[src/rtl/rtc_pkg.sv]
package rtc_pkg;

    localparam int NREG   = 8;
    localparam int REG_W  = 8;
    localparam int IMG_W  = NREG * REG_W;

    localparam logic [IMG_W-1:0] REG_MASK  = 64'hFF1F_3F37_BF7F_7FFF;
    localparam logic [IMG_W-1:0] RESET_IMG = 64'h0001_0131_0000_0000;

    typedef enum logic [2:0] {
        ST_IDLE,
        ST_HUND,
        ST_SEC,
        ST_MIN,
        ST_HOUR,
        ST_DATE,
        ST_MONTH,
        ST_YEAR
    } rtc_stage_e;

    function automatic logic [REG_W-1:0] bcd_inc(input logic [REG_W-1:0] v);
        if (v[3:0] == 4'd9)
            return {v[7:4] + 4'd1, 4'd0};
        else
            return {v[7:4], v[3:0] + 4'd1};
    endfunction

    function automatic logic is_leap(input logic [REG_W-1:0] yr);
        logic [6:0] bin;
        bin = ({3'b000, yr[7:4]} * 7'd10) + {3'b000, yr[3:0]};
        return (bin[1:0] == 2'b00);
    endfunction

endpackage

[src/rtl/rtc_month_len.sv]
module rtc_month_len
    import rtc_pkg::*;
(
    input  logic [REG_W-1:0] month,
    input  logic [REG_W-1:0] year,
    output logic [REG_W-1:0] last_date
);

    always_comb begin
        unique case (month)
            8'h02:                      last_date = is_leap(year) ? 8'h29 : 8'h28;
            8'h04, 8'h06, 8'h09, 8'h11: last_date = 8'h30;
            default:                    last_date = 8'h31;
        endcase
    end

endmodule

[src/rtl/rtc_time_step.sv]
module rtc_time_step
    import rtc_pkg::*;
(
    input  rtc_stage_e        stage,
    input  logic [IMG_W-1:0]  cur,
    output logic [NREG-1:0]   wr_en,
    output logic [IMG_W-1:0]  nxt,
    output logic              carry
);

    logic [REG_W-1:0] hs, sc, mn, hr, dy, dt, mo, yr;
    logic [REG_W-1:0] date_lim;
    logic [REG_W-1:0] hval, hnew;
    logic             pm_new;
    logic [2:0]       wday;

    assign hs = cur[ 7: 0];
    assign sc = cur[15: 8];
    assign mn = cur[23:16];
    assign hr = cur[31:24];
    assign dy = cur[39:32];
    assign dt = cur[47:40];
    assign mo = cur[55:48];
    assign yr = cur[63:56];

    rtc_month_len u_month_len (
        .month     (mo),
        .year      (yr),
        .last_date (date_lim)
    );

    always_comb begin
        wr_en  = '0;
        nxt    = cur;
        carry  = 1'b0;
        hval   = '0;
        hnew   = '0;
        pm_new = 1'b0;
        wday   = 3'd1;
        unique case (stage)
            ST_IDLE: begin
            end
            ST_HUND: begin
                wr_en[0] = 1'b1;
                if (hs == 8'h99) begin
                    nxt[7:0] = 8'h00;
                    carry    = 1'b1;
                end else begin
                    nxt[7:0] = bcd_inc(hs);
                end
            end
            ST_SEC: begin
                wr_en[1] = 1'b1;
                if (sc == 8'h59) begin
                    nxt[15:8] = 8'h00;
                    carry     = 1'b1;
                end else begin
                    nxt[15:8] = bcd_inc(sc);
                end
            end
            ST_MIN: begin
                wr_en[2] = 1'b1;
                if (mn == 8'h59) begin
                    nxt[23:16] = 8'h00;
                    carry      = 1'b1;
                end else begin
                    nxt[23:16] = bcd_inc(mn);
                end
            end
            ST_HOUR: begin
                wr_en[3] = 1'b1;
                if (hr[7]) begin
                    hval   = {3'b000, hr[4], hr[3:0]};
                    pm_new = hr[5];
                    if (hval == 8'h11) begin
                        hnew   = 8'h12;
                        pm_new = ~hr[5];
                        carry  = hr[5];
                    end else if (hval == 8'h12) begin
                        hnew = 8'h01;
                    end else begin
                        hnew = bcd_inc(hval);
                    end
                    nxt[31:24] = {1'b1, 1'b0, pm_new, hnew[4], hnew[3:0]};
                end else begin
                    hval = {2'b00, hr[5:0]};
                    if (hval == 8'h23) begin
                        hnew  = 8'h00;
                        carry = 1'b1;
                    end else begin
                        hnew = bcd_inc(hval);
                    end
                    nxt[31:24] = {2'b00, hnew[5:0]};
                end
                if (carry) begin
                    wr_en[4]   = 1'b1;
                    wday       = (dy[2:0] == 3'd7) ? 3'd1 : dy[2:0] + 3'd1;
                    nxt[39:32] = {2'b00, dy[5:4], 1'b0, wday};
                end
            end
            ST_DATE: begin
                wr_en[5] = 1'b1;
                if (dt == date_lim) begin
                    nxt[47:40] = 8'h01;
                    carry      = 1'b1;
                end else begin
                    nxt[47:40] = bcd_inc(dt);
                end
            end
            ST_MONTH: begin
                wr_en[6] = 1'b1;
                if (mo == 8'h12) begin
                    nxt[55:48] = 8'h01;
                    carry      = 1'b1;
                end else begin
                    nxt[55:48] = bcd_inc(mo);
                end
            end
            ST_YEAR: begin
                wr_en[7]   = 1'b1;
                nxt[63:56] = (yr == 8'h99) ? 8'h00 : bcd_inc(yr);
            end
        endcase
    end

endmodule

[src/rtl/rtc_seq_fsm.sv]
module rtc_seq_fsm
    import rtc_pkg::*;
(
    input  logic       clk,
    input  logic       rst_n,
    input  logic       tick,
    input  logic       osc_off,
    input  logic       load,
    input  logic       carry,
    output rtc_stage_e stage
);

    rtc_stage_e state, state_nxt;
    logic       pend;
    logic       go;

    assign go = (tick && !osc_off) || pend;

    always_comb begin
        state_nxt = state;
        unique case (state)
            ST_IDLE:  state_nxt = (!load && go)    ? ST_HUND  : ST_IDLE;
            ST_HUND:  state_nxt = (!load && carry) ? ST_SEC   : ST_IDLE;
            ST_SEC:   state_nxt = (!load && carry) ? ST_MIN   : ST_IDLE;
            ST_MIN:   state_nxt = (!load && carry) ? ST_HOUR  : ST_IDLE;
            ST_HOUR:  state_nxt = (!load && carry) ? ST_DATE  : ST_IDLE;
            ST_DATE:  state_nxt = (!load && carry) ? ST_MONTH : ST_IDLE;
            ST_MONTH: state_nxt = (!load && carry) ? ST_YEAR  : ST_IDLE;
            ST_YEAR:  state_nxt = ST_IDLE;
        endcase
    end

    always_ff @(posedge clk or negedge rst_n) begin
        if (!rst_n) begin
            state <= ST_IDLE;
            pend  <= 1'b0;
        end else begin
            state <= state_nxt;
            if (load || state == ST_IDLE)
                pend <= 1'b0;
            else if (tick && !osc_off)
                pend <= 1'b1;
        end
    end

    always_comb begin
        stage = state;
    end


    load_wins_chk: assert property (@(posedge clk) disable iff (!rst_n)
        load |=> (state == ST_IDLE));


    osc_hold_chk: assert property (@(posedge clk) disable iff (!rst_n)
        (state == ST_IDLE && osc_off && !pend) |=> (state == ST_IDLE));


    year_end_chk: assert property (@(posedge clk) disable iff (!rst_n)
        (state == ST_YEAR) |=> (state == ST_IDLE));


    held_tick_chk: assert property (@(posedge clk) disable iff (!rst_n)
        (state != ST_IDLE && tick && !osc_off && !load) |=> pend);

endmodule

[src/rtl/bcd_rtc_core.sv]
module bcd_rtc_core
    import rtc_pkg::*;
(
    input  logic             clk,
    input  logic             rst_n,
    input  logic             tick_100hz,
    input  logic             ld_en,
    input  logic [IMG_W-1:0] ld_data,
    input  logic             ext_rst_n,
    output logic [IMG_W-1:0] rd_data,
    output logic             xfer_abort
);

    localparam int DAY_IDX   = 4;
    localparam int STOP_BIT  = DAY_IDX * REG_W + 5;
    localparam int IGNR_BIT  = DAY_IDX * REG_W + 4;

    logic [REG_W-1:0] rf [NREG];
    logic [IMG_W-1:0] cur_img;
    logic [IMG_W-1:0] step_img;
    logic [NREG-1:0]  step_we;
    logic             step_carry;
    rtc_stage_e       stage;

    for (genvar i = 0; i < NREG; i++) begin : g_reg
        always_ff @(posedge clk or negedge rst_n) begin
            if (!rst_n)
                rf[i] <= RESET_IMG[i*REG_W +: REG_W];
            else if (ld_en)
                rf[i] <= ld_data[i*REG_W +: REG_W] & REG_MASK[i*REG_W +: REG_W];
            else if (step_we[i])
                rf[i] <= step_img[i*REG_W +: REG_W];
        end
        assign cur_img[i*REG_W +: REG_W] = rf[i];
    end

    rtc_seq_fsm u_fsm (
        .clk     (clk),
        .rst_n   (rst_n),
        .tick    (tick_100hz),
        .osc_off (cur_img[STOP_BIT]),
        .load    (ld_en),
        .carry   (step_carry),
        .stage   (stage)
    );

    rtc_time_step u_step (
        .stage (stage),
        .cur   (cur_img),
        .wr_en (step_we),
        .nxt   (step_img),
        .carry (step_carry)
    );

    assign rd_data    = cur_img;
    assign xfer_abort = !ext_rst_n && !cur_img[IGNR_BIT];


    load_image_chk: assert property (@(posedge clk) disable iff (!rst_n)
        ld_en |=> (rd_data == ($past(ld_data) & REG_MASK)));


    abort_gate_chk: assert property (@(posedge clk) disable iff (!rst_n)
        rd_data[IGNR_BIT] |-> !xfer_abort);


    hund_step_chk: assert property (@(posedge clk) disable iff (!rst_n)
        (stage == ST_HUND && !ld_en) |=> (rd_data[7:0] != $past(rd_data[7:0])));


    hour12_nonzero_chk: assert property (@(posedge clk) disable iff (!rst_n)
        (stage == ST_HOUR && !ld_en && rd_data[31]) |=> (rd_data[28:24] != 5'd0));

endmodule

[config.mk]
export PLATFORM = sky130hd
export DESIGN_NAME = bcd_rtc_core
export DESIGN_NICKNAME = d
export VERILOG_FILES = /design/src/rtl/rtc_pkg.sv /design/src/rtl/rtc_month_len.sv /design/src/rtl/rtc_time_step.sv /design/src/rtl/rtc_seq_fsm.sv /design/src/rtl/bcd_rtc_core.sv
export SDC_FILE = /design/constraint.sdc
export NUM_CORES = 1
export LEC_CHECK = 0
export BUFFER_PORTS_ARGS = -buffer_cell sky130_fd_sc_hd__buf_2
export CORE_MARGIN = 10
export CORE_UTILIZATION = 55
export CTS_CLUSTER_DIAMETER = 50
export DETAILED_ROUTE_END_ITERATION = 10
export GPL_TIMING_DRIVEN = 0
export PLACE_DENSITY = 0.84
export SLEW_MARGIN = 20
export SYNTH_ARGS = -nofsm -noshare
export SYNTH_HDL_FRONTEND = slang
export SYNTH_HIERARCHICAL = 1
export SYNTH_SLANG_ARGS = --single-unit
[constraint.sdc]
create_clock -name clk -period 2.9 [get_ports clk]
set_clock_uncertainty 0.15 [all_clocks]
set_input_delay 0.29 -clock clk [delete_from_list [all_inputs] [get_ports clk]]
set_output_delay 0.29 -clock clk [all_outputs]
set_load 0.03 [all_outputs]
==> out/qor_table.md, run 1 <==
| Group | Quantity | Value |
|---|---|---|
| run status | Result of the run | finished, final reports clean |
| drt | Number of DRC markers in iteration 0 | 337 |
| sta | Min Hold Slack | 6.248 ps |
| power | Power consumption | 2607 uW |
| drt | Wire length reported by the detailed router | 14790 um |
| sta | Peak clock frequency supported by timing | 357.1 MHz |
| yosys | Async set-reset flop share out of synthesis | 1.000 |
| clock tree | Library cell used as clock root buffer | clkbuf_8 |
| global routing | Number of antenna violations at the first check in global routing | 1 |
| clock tree | Htree depth | 3 |
| drt | Routed length per instance | 16.29 um |
| global routing | Vias in the first global route | 5128 |
| final layout | Relative area change from synthesis to final layout | 25.29% |
| placed design | Placement-stage worst setup slack | -171.9 ps |
| power | Static leakage | 0.002981 uW |
| clock tree | Count of clock tree sinks | 68 |
| clock tree | Maximum buffer depth of the clock tree | 2 |
| sta | Tightest Pin Transition | 680.0 ps |
| sta | Post-route clock period utilization | 0.9655 |
| sta | Setup violation total in the final timing report | 0 |
| critical path | Max FO, Critical Path | 14 |
| global routing | Overall track demand over capacity in global routing | 0.2062 |
| drt | Residual DRC count | 0 |
| yosys | Synthesized area per cell | 8.698 um2 |
| drt | Post-DRT Antenna Nets | 0 |
| floorplanning | Chip width | 117.7 um |
| floorplanning | Number of ports placed on the die boundary | 134 |
| placed design | Number of port buffers | 122 |
| sta | Max-slew violations | 0 |
| global routing | Met1 Track Usage GR | 0.2447 |
| global routing | Global route overflow | 0 |
| yosys | Library cells used by synthesis | 66 |
| drt | Vias | 5101 |
| final layout | Commonest non-fill, non-tap cell in the layout | buf_2 |
| critical path | Worst endpoint data arrival time | 2880 ps |
| global routing | Layer with the highest usage after global routing | met2 |
| final layout | Share of cells above drive strength 1 | 0.2982 |
| min path | HP Class | input pin to register |
| final layout | Most frequent cells in the layout | 131 x buf_2, 80 x nand2_1, 64 x mux2i_1, 64 x o21ai_0, 62 x dfrtp_1 |
| power | Max VDD drop | 0.2455 mV |
| clock tree | TritonCTS clock tree | done |
| floorplanning | Area of the core region | 9284 um2 |
| global routing | Pin count of the biggest net entering global routing | 41 |
| placed design | Placed wire-length estimate | 10740 um |
| job | Max-cap violations | 0 |
| yosys | Mapped cell area | 5254 um2 |
| yosys | Portion of the post-synthesis area used by sequential elements | 0.3251 |
| yosys | Register bit count reported by yosys | 68 |
| placed design | Gp weighted congestion | 0.8855 |
| sta | Final-report hold violation count | 0 |
| yosys | Dominant synthesized flop cell | dfrtp_1 |
| clock tree | Num CTS Buffers | 9 |
| critical path | Classification of the worst setup path | register to register |
| global routing | Wire length of the first global-routing pass | 24430 um |
| critical path | Kind of start point of the critical path | register |
| floorplanning | Die Outline Area | 13860 um2 |
| yosys | Number of warnings reported in the yosys synthesis log | 6 |
| drt | Pre-antenna DRT Iters | 5 |
| power | Power per cell area | 396.1 nW/um2 |
| floorplanning | Initial Util | 0.5659 |
| global routing | Met2 Track Usage GR | 0.3420 |
| yosys | Number of enable flip-flop cells after synthesis | 0 |
| clock tree | Clk Latency, worst-skew pair | 350 ps |
| critical path | CP Capture Type | register |
| floorplanning | Cell Rows | 35 |
| final layout | Number of nets in the layout | 867 |
| drt | Mean number of vias per cell | 5.618 |
| sta | Final critical path time including I/O delays and setup | 2800 ps |
| sta | Fin worst setup slack | 99.96 ps |
| floorplanning | Die Ht | 117.7 um |
| sta | Remaining max-slew budget at the tightest pin | 0.5402 |
| critical path | Endpoint required time on the critical path | 2980 ps |
| yosys | Synth Instances | 604 |
| global routing | Global-route met3 utilization | 0.05803 |
| clock tree | Clock slew at the register clock pins of the worst setup and hold paths | 80 ps |
[flip-flops by register name, summed over array words and instances (netlist names)]
signal       count
rd_data         64
u_fsm/stage      3
u_fsm/pend       1
[per-stage QoR]
step / util / setup TNS (ps) / cell area [um2] / instances
after floorplan: - / 0 / 5265 / 607
after detailed placement: 0.6527 / -552.5 / 6060 / 859
after global placement: 0.6503 / -27.21 / 6037 / 858
final: 0.7090 / 0 / 6583 / 908
after global routing: 0.7090 / -0.6084 / 6583 / 908
after CTS: 0.7008 / 0 / 6506 / 902
[routing by layer]
metal	routed length (um)	vias to the layer above
met2	6974	199
li1	-	2451
met5	0	-
met4	405	0
met1	6330	2413
met3	1079	38
[layout make-up]
cell class | instances | area [um2]
multi-input combinational | 473 | 3232
fill | 724 | 2701
sequential | 68 | 1709
timing repair buffer | 155 | 940.9
buffer | 37 | 256.5
tap | 129 | 161.4
clock buffer | 12 | 145.1
inverter | 29 | 108.9
clock inverter | 4 | 26.28
antenna | 1 | 2.502
[cell families after synthesis]
logic type,Yosys count,share of synthesized area
AND/OR/NAND/NOR,208,0.2039
AO/OA/AOI/OAI,139,0.1605
multiplexers,74,0.1434
flip-flops,68,0.3251
buffers and inverters,66,0.06954
adder cells (fa/ha/maj),25,0.05954
XOR/XNOR,22,0.03668
other,2,0.001429
[report_power, final]
part           internal (uW)  total, uW  switching (uW)
clock                    333        712             378
combinational            303        749             446
sequential              1020       1150             125
total                   1660       2610             949
[timing repair]
item	4_1_cts	5_1_grt
gates resized for setup	1	6
hold buffers	27	0
setup endpoints to repair	7	10
hold endpoints to repair	50	0
buffers inserted	0	5
pin swaps	0	9
[worst paths after layout]
check | slack (ps) | start | cells past startpoint | end
max reg2reg | 100 | rd_data[49] | 9 | u_fsm/stage[0]
max in group asynchronous | 1750 | rst_n | 3 | rd_data[48]
min in group asynchronous | 250 | rst_n | 2 | rd_data[45]
min | 6 | ld_data[44] | 3 | rd_data[44]
min reg2reg | 400 | rd_data[38] | 2 | rd_data[38]
max | 100 | rd_data[49] | 9 | u_fsm/stage[0]
[Yosys cell counts (14+ instances only)]
master / n / area (um2)
nand2_1: 80 / 300.3
mux2i_1: 64 / 640.6
o21ai_0: 64 / 320.3
dfrtp_1: 63 / 1577
nor2_1: 36 / 135.1
inv_1: 29 / 108.9
ha_1: 25 / 312.8
a21oi_1: 19 / 95.09
xnor2_1: 19 / 166.4
buf_4: 16 / 120.1
nor3_1: 14 / 70.07
[worst max-delay path, cell delays in order (launching register included)]
cell	delay, ps
dfrtp_1	530
nand2b_1	290
o311ai_4	280
o211ai_1	150
xnor2_1	150
nand4_1	180
nor3_4	80
or4b_4	540
o21bai_1	170
o311a_1	150
No activity file was read; power rests on OpenSTA's default activity.
==> inputs of run 2 (changes only) <==
--- a/config.mk
+++ b/config.mk
@@ -11,6 +11,7 @@
 export CTS_CLUSTER_DIAMETER = 50
 export DETAILED_ROUTE_END_ITERATION = 10
 export GPL_TIMING_DRIVEN = 0
+export MAX_ROUTING_LAYER = met4
 export PLACE_DENSITY = 0.84
 export SLEW_MARGIN = 20
 export SYNTH_ARGS = -nofsm -noshare
==> run 2 against run 1 <==
Largest power group unchanged. Flip-flop and latch count stayed put. Largest cell class unchanged. Design area stayed put. Count of clock-buffer cells in the layout stayed put. Register-to-register slack hardly changed.
==> out/qor_table.md, run 2 (synthesis results as in run 1) <==
| Group | Quantity | Value |
|---|---|---|
| run status | Result of the run | finished, final reports clean |
| final layout | Final Util | 0.7090 |
| drt | Wire length on met1 | 6479 um |
| placed design | Placement-stage worst setup slack | -171.9 ps |
| sta | Fin worst setup slack | 108.5 ps |
| drt | Post-DRT Antenna Nets | 0 |
| critical path | Max FO, Critical Path | 14 |
| final layout | Number of filler instances in the final layout | 724 |
| drt | Vias | 5083 |
| power | Power per cell area | 397.0 nW/um2 |
| floorplanning | Number of ports placed on the die boundary | 134 |
| final layout | Share of cells above drive strength 1 | 0.2982 |
| final layout | Max FFs per register | 64 |
| floorplanning | Die Outline Area | 13860 um2 |
| clock tree | Library cell used as clock root buffer | clkbuf_8 |
| sta | Tightest Pin Transition | 679.2 ps |
| critical path | Kind of start point of the critical path | register |
| drt | Residual DRC count | 0 |
| floorplanning | Area of the core region | 9284 um2 |
| clock tree | Num CTS Buffers | 9 |
| floorplanning | Cell Rows | 35 |
| final layout | Relative area change from synthesis to final layout | 25.29% |
| sta | Remaining max-slew budget at the tightest pin | 0.5408 |
| global routing | Vias in the first global route | 5118 |
| global routing | Number of antenna violations at the first check in global routing | 1 |
| drt | Wire length reported by the detailed router | 14810 um |
| sta | Final critical path time including I/O delays and setup | 2791 ps |
| power | Power consumption | 2613 uW |
| drt | Met3 WL | 966 um |
| placed design | Placed wire-length estimate | 10740 um |
| power | Max VDD drop | 0.2485 mV |
| clock tree | TritonCTS clock tree | done |
| global routing | Pin count of the biggest net entering global routing | 41 |
| power | Internal cell power | 1659 uW |
| clock tree | Clock slew at the register clock pins of the worst setup and hold paths | 80 ps |
| power | Part of the total power dissipated in the clock network | 0.274 |
| drt | Routed length per instance | 16.31 um |
| power | Net switching fraction of the power | 0.3653 |
| power | Net switching component of the power | 954.5 uW |
| final layout | Area used by multi-input combinational logic | 3232 um2 |
| final layout | Commonest non-fill, non-tap cell in the layout | buf_2 |
| final layout | Final Instance Area | 6583 um2 |
| floorplanning | Chip width | 117.7 um |
| drt | Number of DRC markers in iteration 0 | 311 |
| power | Static leakage | 0.002981 uW |
| critical path | Endpoint required time on the critical path | 2990 ps |
| power | Gate power share | 0.287 |
| global routing | Wire length of the first global-routing pass | 24450 um |
| global routing | Overall track demand over capacity in global routing | 0.2126 |
| power | Relative contribution of sequential cells to total power | 0.439 |
| placed design | Number of port buffers | 122 |
| placed design | Inst Count DP | 859 |
| drt | Mean number of vias per cell | 5.598 |
| sta | Setup violation total in the final timing report | 0 |
| critical path | Worst endpoint data arrival time | 2880 ps |
| drt | Pre-antenna DRT Iters | 5 |
| sta | Final-report hold violation count | 0 |
| floorplanning | Die Ht | 117.7 um |
| clock tree | Htree depth | 3 |
| placed design | Gp weighted congestion | 0.9002 |
| clock tree | Maximum buffer depth of the clock tree | 2 |
| drt | WL met2 | 6971 um |
| global routing | Global route overflow | 0 |
| final layout | Number of nets in the layout | 867 |
| floorplanning | Initial Util | 0.5659 |
| critical path | CP Capture Type | register |
| job | Max-cap violations | 0 |
| critical path | Classification of the worst setup path | register to register |
| clock tree | Clk Latency, worst-skew pair | 360 ps |
| final layout | Fin cells | 908 |
| placed design | Cell area reported after detailed placement | 6060 um2 |
| final layout | Sequential cell area in the final layout | 1709 um2 |
| sta | Peak clock frequency supported by timing | 358.2 MHz |
| min path | HP Class | input pin to register |
| sta | Post-route clock period utilization | 0.9626 |
| drt | Top layer in use | met4 |
| clock tree | Count of clock tree sinks | 68 |
| final layout | Most frequent cells in the layout | 131 x buf_2, 80 x nand2_1, 64 x mux2i_1, 64 x o21ai_0, 62 x dfrtp_1 |
| sta | Max-slew violations | 0 |
## run 2: cell counts in the layout (fill, tap and decap cells not counted)
Identical to the previous run, type by type.
## run 2: critical path, cell delays in order (launching register included)
cell,delay [ps]
dfrtp_1,530
nand2b_1,290
o311ai_4,280
o211ai_1,150
xnor2_1,150
nand4_1,180
nor3_4,90
or4b_4,540
o21bai_1,170
o311a_1,140
## run 2: cell type report
class,count,share of cell area
Clock inverter,4,0.003992
Inverter,29,0.01654
Multi-Input combinational cell,473,0.4910
Clock buffer,12,0.02205
Timing Repair Buffer,155,0.1429
Sequential cell,68,0.2596
Buffer,37,0.03897
Antenna cell,1,0.0003802
Tap cell,129,0.02452
## run 2: through the flow
stage	setup TNS (ps)	hold slack, ps
after global placement	-27.21	346.2
after detailed placement	-552.5	94.90
final	0	4.352
after CTS	0	0.4322
after global routing	-0.7931	0.1695
after floorplan	0	-155.6
## run 2: layer usage
| metal | global-route usage | up-vias |
|---|---|---|
| met5 | - | - |
| met2 | 0.3420 | 203 |
| met1 | 0.2519 | 2389 |
| met3 | 0.04892 | 39 |
| met4 | 0.08501 | 0 |
| li1 | - | 2452 |
## run 2: power groups by stage
stage          combinational (uW)  clock [uW]  sequential, uW
2_1_floorplan                 343           0            1280
3_3_place_gp                  672           0            1150
3_5_place_dp                  702           0            1160
4_1_cts                       735         731            1140
5_1_grt                       824         773            1160
6_report                      750         717            1150
## run 2: path summary, 6_finish.rpt
path	start	to	slack, ps	cells past startpoint
worst max-delay path	rd_data[49]	u_fsm/stage[0]	110	9
worst min-delay path	ld_data[44]	rd_data[44]	4	3
worst max register to register	rd_data[49]	u_fsm/stage[0]	110	9
worst min register to register	rd_data[38]	rd_data[38]	400	2
max in group asynchronous	rst_n	rd_data[48]	1760	3
min in group asynchronous	rst_n	rd_data[45]	250	2
## run 2: timing repair
item                                    in CTS  in global routing
endpoints found under the setup margin       7                 10
resized for setup                            1                  6
endpoints found under the hold margin       50                  0
hold buffers                                27                  0
cloned                                       0                  0
buffers inserted                             0                  5
pin swaps                                    0                  9
